`src/rtl/rls_pkg.sv`:
```
package rls_pkg;
  typedef enum logic {S_IDLE = 1'b0, S_RUN = 1'b1} seq_state_t;

  localparam logic [2:0] M_STEP_QUIET = 3'd0;
  localparam logic [2:0] M_STEP_EACH  = 3'd1;
  localparam logic [2:0] M_STEP_END   = 3'd2;
  localparam logic [2:0] M_SCAN_QUIET = 3'd4;
  localparam logic [2:0] M_SCAN_END   = 3'd5;
  localparam logic [2:0] M_SCAN_HIT   = 3'd6;
  localparam logic [2:0] M_SCAN_ANY   = 3'd7;

  function automatic logic mode_is_scan(input logic [2:0] m);
    return m[2];
  endfunction
endpackage

```
`src/rtl/rls_acc_counter.sv`:
```
module rls_acc_counter #(
  parameter int ACC_W = 4
) (
  input  logic             clk,
  input  logic             rst_n,
  input  logic             clr,
  input  logic             inc,
  input  logic [ACC_W-1:0] target,
  output logic             last_acc
);
  logic [ACC_W-1:0] cnt_q, cnt_d;

  always_comb begin
    cnt_d = cnt_q;
    if (clr)      cnt_d = '0;
    else if (inc) cnt_d = cnt_q + 1'b1;
  end

  always_ff @(posedge clk or negedge rst_n) begin
    if (!rst_n)          cnt_q <= '0;
    else if (clr || inc) cnt_q <= cnt_d;
  end

  assign last_acc = (cnt_q == target);
endmodule

```
`src/rtl/rls_index.sv`:
```
module rls_index #(
  parameter int N_REC = 4,
  parameter int IDX_W = (N_REC > 1) ? $clog2(N_REC) : 1
) (
  input  logic             clk,
  input  logic             rst_n,
  input  logic             clr,
  input  logic             adv,
  output logic [IDX_W-1:0] idx,
  output logic             is_last
);
  localparam logic [IDX_W-1:0] LAST = IDX_W'(N_REC - 1);
  logic [IDX_W-1:0] idx_q, idx_inc, idx_d;

  generate
    if ((1 << IDX_W) == N_REC) begin : g_pow2
      assign idx_inc = idx_q + 1'b1;
    end else begin : g_cmp
      assign idx_inc = (idx_q == LAST) ? '0 : idx_q + 1'b1;
    end
  endgenerate

  always_comb begin
    idx_d = idx_q;
    if (clr)      idx_d = '0;
    else if (adv) idx_d = idx_inc;
  end

  always_ff @(posedge clk or negedge rst_n) begin
    if (!rst_n)          idx_q <= '0;
    else if (clr || adv) idx_q <= idx_d;
  end

  assign idx     = idx_q;
  assign is_last = (idx_q == LAST);
endmodule

```
`src/rtl/rls_irq_policy.sv`:
```
module rls_irq_policy
  import rls_pkg::*;
(
  input  logic [2:0] mode,
  input  logic       is_last,
  input  logic       hit,
  input  logic       any_hit_q,
  input  logic       cmd,
  output logic       irq_req
);
  logic by_mode;

  always_comb begin
    unique case (mode)
      M_STEP_EACH: by_mode = 1'b1;
      M_STEP_END,
      M_SCAN_END:  by_mode = is_last;
      M_SCAN_HIT:  by_mode = hit;
      M_SCAN_ANY:  by_mode = is_last && (any_hit_q || hit);
      default:     by_mode = 1'b0;
    endcase
  end

  assign irq_req = by_mode || cmd;
endmodule

```
`src/rtl/rec_list_seq.sv`:
```
module rec_list_seq
  import rls_pkg::*;
#(
  parameter int N_REC = 4,
  parameter int ACC_W = 4,
  parameter int IDX_W = (N_REC > 1) ? $clog2(N_REC) : 1
) (
  input  logic             clk,
  input  logic             rst_n,
  input  logic             trig_i,
  input  logic [2:0]       mode_i,
  input  logic             acc_en_i,
  input  logic [ACC_W-1:0] acc_num_i,
  input  logic             conv_done_i,
  input  logic             cmp_hit_i,
  input  logic             rec_irq_cmd_i,
  output logic             conv_start_o,
  output logic [IDX_W-1:0] rec_idx_o,
  output logic             busy_o,
  output logic             list_irq_o
);
  seq_state_t state_q, state_d;
  logic start_q, start_d, irq_q, irq_d, any_q, any_d;
  logic accept, scan, last_acc, is_last, rec_done, acc_step, more, irq_req;
  logic [ACC_W-1:0] acc_target;

  assign scan       = mode_is_scan(mode_i);
  assign accept     = (state_q == S_IDLE) && trig_i;
  assign acc_target = acc_en_i ? acc_num_i : '0;
  assign rec_done   = (state_q == S_RUN) && conv_done_i && last_acc;
  assign acc_step   = (state_q == S_RUN) && conv_done_i && !last_acc;
  assign more       = rec_done && scan && !is_last;

  rls_acc_counter #(.ACC_W(ACC_W)) u_acc (
    .clk(clk), .rst_n(rst_n), .clr(accept || rec_done), .inc(acc_step),
    .target(acc_target), .last_acc(last_acc)
  );

  rls_index #(.N_REC(N_REC), .IDX_W(IDX_W)) u_idx (
    .clk(clk), .rst_n(rst_n), .clr(accept && scan), .adv(rec_done),
    .idx(rec_idx_o), .is_last(is_last)
  );

  rls_irq_policy u_pol (
    .mode(mode_i), .is_last(is_last), .hit(cmp_hit_i), .any_hit_q(any_q),
    .cmd(rec_irq_cmd_i), .irq_req(irq_req)
  );

  always_comb begin
    state_d = state_q;
    if (accept)                 state_d = S_RUN;
    else if (rec_done && !more) state_d = S_IDLE;
    start_d = accept || acc_step || more;
    irq_d   = rec_done && irq_req;
    any_d   = any_q;
    if (accept)                      any_d = 1'b0;
    else if (rec_done && cmp_hit_i)  any_d = 1'b1;
  end

  always_ff @(posedge clk or negedge rst_n) begin
    if (!rst_n) begin
      state_q <= S_IDLE;
      start_q <= 1'b0;
      irq_q   <= 1'b0;
      any_q   <= 1'b0;
    end else begin
      state_q <= state_d;
      start_q <= start_d;
      irq_q   <= irq_d;
      if (accept || rec_done) any_q <= any_d;
    end
  end

  assign conv_start_o = start_q;
  assign busy_o       = (state_q == S_RUN);
  assign list_irq_o   = irq_q;
endmodule

```
`config.mk`:
```
export PLATFORM = sky130hd
export DESIGN_NAME = rec_list_seq
export DESIGN_NICKNAME = d
export VERILOG_FILES = /design/src/rtl/rls_pkg.sv /design/src/rtl/rls_acc_counter.sv /design/src/rtl/rls_index.sv /design/src/rtl/rls_irq_policy.sv /design/src/rtl/rec_list_seq.sv
export SDC_FILE = /design/constraint.sdc
export NUM_CORES = 1
export LEC_CHECK = 0
export BUFFER_PORTS_ARGS = -buffer_cell sky130_fd_sc_hd__buf_2
export CAP_MARGIN = 5
export CORE_MARGIN = 10
export CORE_UTILIZATION = 30
export DETAILED_ROUTE_END_ITERATION = 16
export PLACE_DENSITY_LB_ADDON = 0.3
export SLEW_MARGIN = 20
export SYNTH_ARGS = -nofsm -noshare
export SYNTH_HDL_FRONTEND = slang
export SYNTH_SLANG_ARGS = --single-unit
```
`constraint.sdc`:
```
create_clock -name clk -period 2.3 [get_ports clk]
set_clock_uncertainty 0.2 [all_clocks]
set_input_delay 0.46 -clock clk [delete_from_list [all_inputs] [get_ports clk]]
set_output_delay 0.46 -clock clk [all_outputs]
set_load 0.005 [all_outputs]
```
* After elaboration in Yosys (flattened, before gate mapping) *
Index checks and enable logic that the tools add are counted.

storage, ports and cells
  flip-flop bits (word level) = 10
  input bits = 14
  output and inout port bits = 5
  logic and storage cells = 55

cells by class
  $add $sub $neg = 2
  eq/ne operators = 7
  muxes and demuxes = 10
  bitwise logic cells = 1
  reduce and logical (&&, ||, !) cells = 29

operator list
  cell                 number
  $mux 4               3
  $logic_and 1x1->1    11
  $eq 3x3->1 const B   3
  $reduce_bool 2->1    4
  $logic_or 1x1->1     7
  $reduce_and 2->1     3
  $add 4x1->4 const B  1
  $eq 4x4->1           1
  $mux 1               4
  $mux 2               2
  $pmux 1 s4           1
  $eq 3x1->1 const B   1
  $eq 3x2->1 const B   1
  $logic_not 1->1      3
  $add 2x1->2 const B  1
  $eq 2x2->1 const B   1
  $reduce_or 2->1      1
  $not 1->1            1

* Logic depth before layout (Yosys ltp) *
  depth after elaboration = 9
  gate-level depth with buffers = 5
  gate-level depth less buffers = 5

* Hierarchy *
A second synthesis with hierarchy kept.

unflattened totals
  cells, all modules = 60
  area total of the unflattened synthesis = 593.1 sq um

modules (own cells, without submodules)
  module           instances  cells each  area each (sq um)  sequential area each (sq um)
  rls_acc_counter  1          21          234.0              100.1
  rec_list_seq     1          24          215.2              100.1
  rls_index        1          7           88.8               50.0
  rls_irq_policy   1          8           55.1               0.0

* Worst setup path before layout *
OpenSTA, ideal clock, no wires.

  path kind = input-to-reg
  start point = input acc_num_i[1]
  end point = register u_idx.idx_q[0] (netlist: u_idx.idx[0])
  setup time = 0.079 ns
  data arrival time = 1.296 ns
  data required time = 2.021 ns
  slack = 0.725 ns
  cell stages on the path = 5
  path buffers = 0
  path through = o21a_1 nor3_1 o22ai_2 nor2_4 mux2i_1

between the ends
  word-level cells in the longest chain between the ends = 5

RTL lines
  element                                                                 RTL line               RTL
  from (decl)                                                             rec_list_seq.sv:13     input logic [ACC_W-1:0] acc_num_i,
  $mux 4 (*)                                                              rec_list_seq.sv:29     assign acc_target = acc_en_i ? acc_num_i : '0;
  $eq 4x4->1 (*)                                                          rls_acc_counter.sv:24  assign last_acc = (cnt_q == target);
  $logic_and 1x1->1 (*)                                                   rec_list_seq.sv:30     assign rec_done = (state_q == S_RUN) && conv_done_i && last_acc;
  $reduce_bool 2->1 (no source line) or $logic_or 1x1->1 (tied branches)  --
  $reduce_and 2->1 (no source line) (*)                                   --
  to (signal assigned)                                                    rls_index.sv:31        else if (clr || adv) idx_q <= idx_d;
  to (decl)                                                               rls_index.sv:13        logic [IDX_W-1:0] idx_q, idx_inc, idx_d;

Every way passes the cells marked *; elsewhere a longest branch is shown, timed or not.
A chain may end at the register's enable or synchronous reset.

* Final worst setup path *
  start point = register u_acc.cnt_q[2]
  end point = register u_idx.idx_q[0] (netlist: u_idx.idx[0])

between the ends
  word-level cells in the longest chain between the ends = 4

RTL lines
  element                                                                 RTL line               RTL
  from (decl)                                                             rls_acc_counter.sv:11  logic [ACC_W-1:0] cnt_q, cnt_d;
  from (signal assigned)                                                  rls_acc_counter.sv:21  else if (clr || inc) cnt_q <= cnt_d;
  $eq 4x4->1 (*)                                                          rls_acc_counter.sv:24
  $logic_and 1x1->1 (*)                                                   rec_list_seq.sv:30
  $reduce_bool 2->1 (no source line) or $logic_or 1x1->1 (tied branches)  --
  $reduce_and 2->1 (no source line) (*)                                   --

Marks and branches as above.

==> impl_metrics.toml <==
[setup_path]
startpoint_type = "flop"
worstPathCellList = "nand4b_1, o22ai_1, o22ai_2, nor2_4, mux2i_1"
crit_cells = 5
slowest_stage = "dfrtp_1"
critPathRequiredTime_ps = 2280
critical_path.startpoint = "u_acc.cnt_q[2]"
crit_fanout = 7
criticalPathCategory = "flop to flop"
endpoint_kind = "flop"
reg2reg_from = "u_acc.cnt_q[2]"
cp_top_family = "flip-flops"
r2r_cells = 5
ff2ff_setup_slack_ps = 600
critPathMaxStageDelay_ps = 430
path_buf_inv = 0
crit_arrival_ps = 1680

[die]
placementRows = 16
coreArea_mm2 = 0.00196
fp.dieArea_mm2 = 0.00426
initial_core_util_pct = 31.4
ios = 19
die_width_um = 65.3
die_h_um = 65.3

[global_routing]
grt_pass1_vias = 520
grt_pass1_wl_mm = 2.12
grt_max_degree = 11
grt_overflow_total = 0
antenna_found_initial = 0
grt.total_usage_pct = 5.98

[logic_synthesis]
synth_top_area_share_pct = 40.7
synth.most_common_cell = "dfrtp_1"
synth-adder-area-share_pct = 4.07
postSynthAreaPerCell_um2 = 9.19
ys_ff_latch = 10
synthArstFlopShare_pct = 100
syn-cell-area_um2 = 616
syn_nets = 83
synth-compound-area-share_pct = 19.7
synth.top_cells.by_count = "dfrtp_1, nand2_1, nand3_1, o21ai_0, a21oi_1"
synth_warnings = 0
yosysTopAreaCell = "dfrtp_1"
synth_top_family_by_area = "simple AND/OR/NAND/NOR gates"
yosysUniqueCellTypes = 27
synth.yosys.seq_area_share_pct = 40.7
synth_edf_count = 0
synth_xor_area_share_pct = 4.27
muxShareOfSynthArea_pct = 3.25
synth_simple_gate_area_share_pct = 26.2
ys.flop_type = "dfrtp_1"
yosys-top-cells-area = "dfrtp_1, nand2_1, ha_1, nand3_1, o21ai_0"
syn_inst = 67

[placement]
gp_congestion = 0.692
placed_cells = 111
hpwl_mm = 1.10
post-place-ws_ps = 513
numPortBuffers = 18

[cts]
clock_latency_ps = 260
h-tree-depth = 1
cts_sinks = 10
clk_pin_slew_ps = 70
clk_path_buf_depth = 2
cts_setup_buffers = 0
clockRootBuffer = "clkbuf_4"
cts_tree = "built"
cts_buffers = 3

[timing]
setup_tns_ps = 0
drv_slew = 0
setup_viol = 0
fin_ws_ps = 597
max_slew_margin_pct = 81.1
rsz0062_at_grt = "no"
fin_crit_sh_pct = 74.0
hold_viol = 0
min_period_ps = 1700
worst-slew-pin-transition_ps = 283
fmax_mhz = 587

[detailed_routing]
via_per_inst = 4.89
ant_nets = 0
first_pass_iters = 4
routedWlPerCell_um = 11.4
drtIter0Drc = 16
via_count = 567
drc = 0
wl_mm = 1.32

[pwr]
powerDensity_mw_per_mm2 = 906
max-vdd-ir-drop_uv = 517
leakagePower_nw = 0.352

[final_layout]
final_util_pct = 39.9
finalNetCount = 106
diodes = 0
synthToLayoutAreaGrowth_pct = 27.0
seqCellArea_um2 = 250
fillers = 207
drive_gt1_share_pct = 30.3
multi_input_area_um2 = 354
layout.cells.non_filler = 116

[outcome]
status = "completed"

[min_path]
hp-class = "input pin to flop"
hp-start = "rec_irq_cmd_i"
hold_depth = 2

[run]
drv_cap = 0
-- cells in the final DEF (no fill, tap or decap), types with 3 or more instances in the layout --
cell type	n
nand3_1	5
a21oi_1	4
o21a_1	3
dfrtp_1	10
clkbuf_4	3
buf_2	18
o21ai_0	5
nand2_1	8
-- per-stage QoR --
stage               hold slack [ps]  area (um2)  total power [mW]
detailed placement              134         736             0.561
finish                          213         782             0.708
floorplan                     -35.6         616             0.469
global placement                133         736             0.553
CTS                             217         782             0.720
global route                    235         782             0.778
-- repair_timing --
action / CTS / global route
gates resized for setup: 0 / 0
endpoints found under the hold margin: 10 / 0
hold buffers: 1 / 0
-- state kept, by name, indices dropped and copies added, names as in the netlist --
name	flops
list_irq_o	1
conv_start_o	1
u_acc.cnt_q	4
any_q	1
busy_o	1
u_idx.idx	2
-- layer usage --
layer | wire length [um] | up-vias | global-route usage (%)
met5 | 0 | - | 0
met4 | 7 | 0 | 2.41
met3 | 100 | 2 | 2.71
met2 | 602 | 13 | 9.63
met1 | 607 | 262 | 6.69
li1 | - | 290 | -
-- power by group --
part / leakage [nW] / internal [mW] / total [mW] / switching, mW
logic: 0.207 / 0.124 / 0.259 / 0.135
clock network: 0.0210 / 0.0959 / 0.154 / 0.0582
registers: 0.124 / 0.235 / 0.295 / 0.0598
-- worst register-to-register path: stages (launching register included) --
cell and delay [ps]:
dfrtp_1 430, nand4b_1 190, o22ai_1 200, o22ai_2 160, nor2_4 230, mux2i_1 210
-- final cells by class --
class	count	area share, %
timing repair buffer	19	12.8
inverter	2	0.960
sequential	10	32.0
clock buffer	4	4.64
multi-input combinational	54	45.3
tap	27	4.32
-- final timing paths --
check | end
worst max register to register | u_idx.idx[0]
worst min register to register | u_idx.idx[0]
worst min-delay path | list_irq_o
max in group asynchronous | u_idx.idx[0]
min in group asynchronous | u_idx.idx[1]
worst max-delay path | u_idx.idx[0]
-- cells by family after synthesis --
family                     Yosys count
and+or+nand+nor                     28
AOI/OAI and AO/OA                   19
DFF                                 10
xor gates and xnor gates             3
buffers and inverters                3
muxes                                2
adders and majority gates            2
(Power assumes the default switching activity.)
